## src/rtl/spi_rd_engine.sv

```systemverilog
module spi_rd_engine #(
  parameter int          AW      = 8,
  parameter logic [7:0]  ID_MFR  = 8'h8C,
  parameter logic [7:0]  ID_TYPE = 8'h20,
  parameter logic [7:0]  ID_CAP  = 8'h13,
  parameter logic [7:0]  ID_DEV  = 8'h12
) (
  input  logic          clk,
  input  logic          rst_n,
  input  logic          ld_en,
  input  logic [AW-1:0] ld_addr,
  input  logic [7:0]    ld_data,
  input  logic          ce_n,
  input  logic          sck,
  input  logic          si_i,
  output logic          so_o,
  output logic          so_oe,
  output logic          si_o,
  output logic          si_oe
);
  localparam int DEPTH = 1 << AW;

  typedef enum logic [2:0] {P_CMD, P_ADDR, P_DUMMY, P_DATA, P_SKIP} phase_t;

  logic [7:0]    mem [DEPTH];
  phase_t        phase;
  logic [4:0]    cnt;
  logic [2:0]    pos;
  logic [7:0]    op, sh, src, cur;
  logic [AW-1:0] adr, ptr;
  logic          sck_q, drv, so_q, si_q;

  wire rise   = sck & ~sck_q & ~ce_n;
  wire fall   = ~sck & sck_q & ~ce_n;
  wire dual   = (op == 8'h3B);
  wire [7:0] op_nx = {op[6:0], si_i};
  wire [4:0] dlast = (op == 8'hAB) ? 5'd23 : 5'd7;

  always_comb begin
    case (op)
      8'h9F:   src = (ptr == 0) ? ID_MFR : (ptr == 1) ? ID_TYPE : (ptr == 2) ? ID_CAP : 8'h00;
      8'h90:   src = ptr[0] ? ID_DEV : ID_MFR;
      8'hAB:   src = ID_DEV;
      default: src = mem[ptr];
    endcase
    cur = (pos == 0) ? src : sh;
  end

  always_ff @(posedge clk) if (ld_en) mem[ld_addr] <= ld_data;

  always_ff @(posedge clk or negedge rst_n) begin
    if (!rst_n) begin
      phase <= P_CMD; cnt <= '0; pos <= '0; op <= '0; sh <= '0;
      adr <= '0; ptr <= '0; sck_q <= 1'b0; drv <= 1'b0; so_q <= 1'b0; si_q <= 1'b0;
    end else begin
      sck_q <= sck;
      if (ce_n) begin
        phase <= P_CMD; cnt <= '0; pos <= '0; drv <= 1'b0;
      end else if (rise) begin
        case (phase)
          P_CMD: begin
            op  <= op_nx;
            cnt <= cnt + 5'd1;
            if (cnt == 5'd7) begin
              cnt <= '0;
              case (op_nx)
                8'h03, 8'h0B, 8'h3B, 8'h90: phase <= P_ADDR;
                8'h9F:   begin phase <= P_DATA; ptr <= '0; end
                8'hAB:   phase <= P_DUMMY;
                default: phase <= P_SKIP;
              endcase
            end
          end
          P_ADDR: begin
            adr <= {adr[AW-2:0], si_i};
            cnt <= cnt + 5'd1;
            if (cnt == 5'd23) begin
              cnt   <= '0;
              ptr   <= {adr[AW-2:0], si_i};
              phase <= (op == 8'h0B || op == 8'h3B) ? P_DUMMY : P_DATA;
            end
          end
          P_DUMMY: begin
            cnt <= cnt + 5'd1;
            if (cnt == dlast) begin cnt <= '0; phase <= P_DATA; end
          end
          default: ;
        endcase
      end else if (fall && phase == P_DATA) begin
        drv  <= 1'b1;
        so_q <= cur[7];
        si_q <= cur[6];
        sh   <= dual ? {cur[5:0], 2'b00} : {cur[6:0], 1'b0};
        pos  <= (pos == (dual ? 3'd3 : 3'd7)) ? 3'd0 : pos + 3'd1;
        if (pos == 0 && !(op == 8'h9F && ptr == 3)) ptr <= ptr + 1'b1;
      end
    end
  end

  assign so_o  = so_q;
  assign si_o  = si_q;
  assign so_oe = drv & ~ce_n;
  assign si_oe = drv & ~ce_n & dual;

  a_r1_so_moves_on_fall: assert property (@(posedge clk) disable iff (!rst_n)
    !fall |=> $stable(so_q));
  a_r10_quiet_outside_data: assert property (@(posedge clk) disable iff (!rst_n)
    so_oe |-> phase == P_DATA);
  a_r9_abort_to_idle: assert property (@(posedge clk) disable iff (!rst_n)
    $rose(ce_n) |=> (phase == P_CMD && cnt == 0 && !so_oe && !si_oe));
  a_r5_ptr_holds_between_edges: assert property (@(posedge clk) disable iff (!rst_n)
    (!rise && !fall) |=> $stable(ptr));
  a_r2_count_in_range: assert property (@(posedge clk) disable iff (!rst_n)
    cnt < 5'd24);
endmodule

```

## config.mk

```make
export PLATFORM = sky130hd
export DESIGN_NAME = spi_rd_engine
export DESIGN_NICKNAME = d
export VERILOG_FILES = /design/src/rtl/spi_rd_engine.sv
export SDC_FILE = /design/constraint.sdc
export NUM_CORES = 2
export LEC_CHECK = 0
export BUFFER_PORTS_ARGS = -buffer_cell sky130_fd_sc_hd__buf_2
export CORE_MARGIN = 1.5
export CORE_UTILIZATION = 44
export DETAILED_ROUTE_END_ITERATION = 8
export GPL_TIMING_DRIVEN = 1
export PLACE_DENSITY = 0.6
export SYNTH_ARGS = -nofsm -noshare
export SYNTH_HDL_FRONTEND = slang
export SYNTH_SLANG_ARGS = --single-unit
```

## constraint.sdc

```tcl
create_clock -name clk -period 2.5 [get_ports clk]
set_input_delay 0.125 -clock clk [delete_from_list [all_inputs] [get_ports clk]]
set_output_delay 0.125 -clock clk [all_outputs]
set_load 0.05 [all_outputs]
```

## After elaboration in Yosys (flattened, before gate mapping)

Memory sizes are Yosys's and may differ from the RTL's.
Index checks and enable logic that the tools add are counted.
Widths: inputs -> output; s select.

- Register bits: 46
- Bits in writable memories: 2048
- Input port bits: 22
- Output and inout bits: 4
- Word-level logic and storage cells: 114
- Memories: 1

- $add $sub $neg: 3
- Equality and inequality tests: 29
- Mux-type cells: 39
- Bitwise operators: 10
- Reduce and logical (&&, ||, !) cells: 21

Memories:

| memory | words | width | rd ports | clocked after memory_dff | wr ports | line | RTL |
|---|---|---|---|---|---|---|---|
| mem | 256 | 8 | 1 | 0 | 1 | 25 | `logic [7:0] mem [DEPTH];` |

Operator list:

| kind | count |
|---|---|
| $mux 8 | 10 |
| $eq 8x8->1 const B | 6 |
| $mux 5 | 7 |
| $mux 3 | 10 |
| $eq 8x2->1 const B | 3 |
| $pmux 8 s3 | 1 |
| $ne 3x3->1 const B | 6 |
| $pmux 3 s3 | 2 |
| $eq 8x4->1 const B | 2 |
| $eq 8x6->1 const B | 2 |
| $pmux 8 s2 | 1 |
| $pmux 5 s3 | 1 |
| $reduce_and 3->1 | 3 |
| $add 8x1->8 const B | 1 |
| $eq 8x1->1 const B | 1 |
| $logic_not 8->1 | 1 |
| $reduce_bool 2->1 | 4 |
| $reduce_and 7->1 | 1 |
| $and 1x1->1 | 6 |
| $eq 3x2->1 const B | 2 |
| $logic_not 3->1 | 2 |
| $mux 1 | 6 |
| $mux 6 | 1 |
| $add 5x1->5 const B | 1 |
| 16 further kinds | 22 |

## Logic depth before layout (Yosys ltp)

- Depth after elaboration: 7
- Mapped depth: 14
- Gate-level depth less buffers: 10

## Worst setup path before layout

Ideal clock, no wire load.

- Path kind: flip-flop to flip-flop
- Start: reg ptr[0]
- End: reg sh[3]
- Setup time: 0.104 ns
- Arrival: 2.570 ns
- Required time: 2.396 ns
- Slack: -0.173 ns
- Stages on the path, launching flop included: 14
- Path buffers: 6
- Clock period less this slack: 2.673 ns
- Cell sequence: dfrtp_1 > buf_6 > buf_8 > buf_6 > buf_6 > buf_6 > buf_4 > inv_1 > ha_1 > nor4bb_1 > o22ai_1 > o41ai_1 > nor4_1 > a221oi_1

- Longest elaborated chain between the ends: 7
- Elaborated cells on any way between the ends: 11
- Those cells by class: eq/ne: 2; mux: 7; reduce/logical: 1; memory: 1

RTL lines:

| element | line | RTL |
|---|---|---|
| start: declaration | 30 | `logic [AW-1:0] adr, ptr;` |
| start signal: assignment | 79 | `ptr <= {adr[AW-2:0], si_i};` |
| start signal: assignment | 95 | `if (pos == 0 && !(op == 8'h9F && ptr == 3)) ptr <= ptr + 1'b1;` |
| parallel branches: the longest is 4 deep, another holds $mem_v2 256x8 | -- |  |
| $pmux 8 s3 * | 40 | `case (op)` |
| $mux 8 * | 46 | `cur = (pos == 0) ? src : sh;` |
| $mux 8 * | 93 | `sh <= dual ? {cur[5:0], 2'b00} : {cur[6:0], 1'b0};` |
| end signal: assignment | 93 |  |
| end: declaration | 29 | `logic [7:0] op, sh, src, cur;` |

Mark *: on every way between the ends.
A chain may end at the register's enable or synchronous reset.

## Worst setup path in the final report

- Start: reg ptr[0]
- End: reg sh[5]

Same word-level chain as after synthesis.

==> impl_metrics.py <==
metrics = {
    "status": {
        "status": "finished with violations",
        "violations": "setup timing",
    },
    "die": {
        "core_sq_um": 186000,
        "rows": 158,
        "die_h_um": 436,
        "start_util_pct": 44.4,
        "die_width_um": 436,
        "dieArea_sq_um": 190000,
        "ios": 26,
    },
    "timing": {
        "fin_crit_sh_pct": 127,
        "finalClockSkew_ns": 0.0597,
        "finalHoldViolCount": 0,
        "slew_headroom_pct": 45.9,
        "worstMarginPinSlew_ns": 0.811,
        "slew_violations": 0,
        "fmaxAchievable_mhz": 315,
        "finalSetupTns_ns": -6.39,
        "setup_viol": 16,
        "rsz0062_at_grt": "true",
        "period_needed_ns": 3.18,
        "fin_ws_ns": -0.677,
    },
    "min_path": {
        "min_path_type": "in -> reg",
        "min_from": "sck",
    },
    "clock_network": {
        "htree_levels": 4,
        "clk_pin_slew_ns": 0.07,
        "cts_inserted_buffers": 205,
        "cts_tree": "done",
        "cts.sinks": 2093,
        "clock_path_buffers": 3,
        "insertion_delay_ns": 0.89,
        "root_buffer": "clkbuf_16",
    },
    "routing": {
        "wl_per_cell_um": 30.6,
        "avgViaCountPerCell": 5.91,
        "first_pass_iters": 6,
        "drcViolationCount": 0,
        "wirelength_um": 236000,
        "drt_iter0_drc": 6214,
        "vias": 45500,
        "drtAntennaViolNets": 0,
    },
    "cells_and_area": {
        "fin_nets": 5090,
        "diodes": 0,
        "layout_commonest_cell": "edfxtp_1",
        "multiInputGateArea_sq_um": 19100,
        "fillCellCount": 14200,
        "fin_area_sq_um": 101000,
        "drive_above_1_share_pct": 36.5,
        "ff_latch_area_sq_um": 62600,
        "area_growth_pct": 22.2,
        "layout_common_cells": "edfxtp_1, buf_4, mux4_2, nor2_1, clkbuf_16",
    },
    "worst_setup_path": {
        "critPathSlowestCell": "mux4_2",
        "worstPathRequired_ns": 3.26,
        "crit_end": "sh[5]$_DFFE_PN0P_",
        "worst_setup_path_start_kind": "flop",
        "regToRegSetupSlack_ns": -0.68,
        "cp-end-kind": "flop",
        "worstPathCellList": "buf_12 > buf_12 > buf_16 > buf_12 > mux4_2 > mux4_2 > o21ai_4 > o211ai_1 > a21oi_2 > o221ai_2",
        "critical_path.max_fanout": 8,
        "crit_path_max_incr_delay_ns": 0.54,
        "r2r_cells": 10,
        "crit_type": "reg -> reg",
        "crit_path_frequent_cell": "buf_12",
        "worstSetupStartpoint": "ptr[0]$_DFFE_PN0P_",
        "worstReg2RegStart": "ptr[0]$_DFFE_PN0P_",
        "r2r_end": "sh[5]$_DFFE_PN0P_",
        "critPathArrivalTime_ns": 3.94,
    },
    "power": {
        "cellPowerDensity_nw_per_um2": 975,
        "leakage_nw": 33.6,
        "power_mw": 98.2,
        "ir_drop_uv": 859,
    },
    "global_route": {
        "grt_first_pass_wirelength_um": 333000,
        "grt_max_degree": 92,
        "grt_usage_pct": 24.6,
        "grt_pass1_vias": 44700,
        "antenna_found_initial": 9,
        "grt_overflow": 0,
    },
    "place": {
        "place_congestion": 0.919,
        "dp_hpwl_um": 153000,
        "dpl-instance-area_sq_um": 91600,
        "dp_slack_ns": -0.913,
        "io_buffers": 25,
    },
    "synth": {
        "yosysTopAreaCellShare_pct": 74.7,
        "syn_area_sq_um": 82400,
        "synth.distinct_cells": 76,
        "syn_area_per_cell_sq_um": 20.1,
        "ys_top_cells_by_area": "edfxtp_1, mux4_2, mux2i_1, nor2_1, dfrtp_1",
        "syn-instance-count": 4097,
        "synth_flop_cell": "edfxtp_1",
        "yosys_warnings": 0,
        "synth_seq_area_share_pct": 76.0,
        "synth-seq-cells": 2093,
        "async_flop_share_pct": 2.15,
        "synth_edf_count": 2048,
        "synth_top_cell_by_area": "edfxtp_1",
        "syn_nets": 4126,
    },
    "flow_run": {
        "maxCapViolCount": 0,
    },
}
[kinds of logic after synthesis]
logic type                 count (synthesis)  share of synthesized area, %
and+or+nand+nor                          695                          3.68
xor gates and xnor gates                   4                        0.0425
DFF                                     2093                          76.0
buffers and inverters                    261                          1.94
AOI/OAI and AO/OA                        389                          3.28
adders and majority gates                  7                         0.106
muxes                                    648                          14.9
[timing repair]
| action | 4_1_cts | 5_1_grt |
|---|---|---|
| gates cloned | 7 | 6 |
| hold buffers | 25 | 0 |
| endpoints found under the setup margin | 18 | 18 |
| pin swaps | 20 | 57 |
| gates resized for setup | 116 | 140 |
| hold endpoints to repair | 573 | 0 |
| setup buffers | 41 | 58 |
[how the worst min path moves through the flow]
stage / end / depth (start not counted) / slack, ns
after floorplan: adr[0]$_DFFE_PN0P_ / 0 / -0.17
after global placement: pos[1]$_DFFE_PN0P_ / 1 / 0.29
after detailed placement: op[1]$_DFFE_PN0P_ / 1 / 0.30
after CTS: sck_q$_DFF_PN0_ / 3 / 0.009
after global routing: sck_q$_DFF_PN0_ / 3 / 0.05
final: sck_q$_DFF_PN0_ / 3 / 0.05
[registers in the layout, indices dropped and copies added, names as in the netlist]
| register | cells |
|---|---|
| mem | 2048 |
| op | 8 |
| ptr | 8 |
| adr | 7 |
| sh | 7 |
| cnt | 5 |
| phase | 3 |
| pos | 3 |
| drv | 1 |
| sck_q | 1 |
| si_o | 1 |
| so_o | 1 |
[synthesized netlist by cell type (5+ instances only)]
library cell	n
a2111oi_0	8
a211oi_1	18
a21oi_1	70
a221oi_1	20
a22o_1	10
a22oi_1	90
a311oi_1	6
a31oi_1	18
a32oi_1	8
and2_1	5
and3_1	10
buf_1	16
buf_12	5
buf_2	53
buf_4	15
buf_6	40
buf_8	10
clkbuf_1	108
dfrtp_1	45
edfxtp_1	2048
ha_1	7
inv_1	13
mux2_2	22
mux2i_1	164
mux4_2	461
nand2_1	188
nand2b_1	11
nand3_1	65
nand4_1	22
nor2_1	320
nor2b_1	19
nor3_1	14
nor4_1	9
o211ai_1	14
o21ai_0	44
o221ai_1	14
o22ai_1	32
or4_1	5
[routing by layer]
| metal | routed length [um] | track usage [%] |
|---|---|---|
| met1 | 96600 | 35.8 |
| met2 | 109000 | 37.8 |
| met4 | 8220 | 8.10 |
| met5 | 34 | 0 |
| met3 | 21700 | 4.49 |
[layout make-up]
cell class,count,share of cell area [%]
repair buffers,1004,9.17
multi-input cells,1743,19.0
inverters,14,0.0572
well taps,2480,3.08
clock buffers,241,5.23
clock inverters,137,1.27
flip-flops and latches,2093,62.2
[worst max-delay path: cells and delay by family, from the launching register on]
kind,cells,cell delay [ns]
mux,2,1.04
compound gates,4,0.90
buf+inv,4,0.59
flops,1,0.49
[through the flow]
stage	util [%]	std cells	hold slack (ns)
finish	54.2	7712	0.0542
global route	54.2	7712	0.0488
CTS	53.6	7655	0.00891
detailed placement	49.3	7207	0.296
global placement	49.3	7207	0.288
floorplan	-	4097	-0.171
[power by group]
part | leakage [nW] | switching [mW] | internal, mW | total [mW]
combinational | 11.4 | 15.9 | 13.3 | 29.2
sequential | 19.0 | 0.208 | 38.7 | 38.9
clock | 3.19 | 13.4 | 16.6 | 30.1
total | 33.6 | 29.6 | 68.6 | 98.2
No activity file was read; power rests on OpenSTA's default activity.
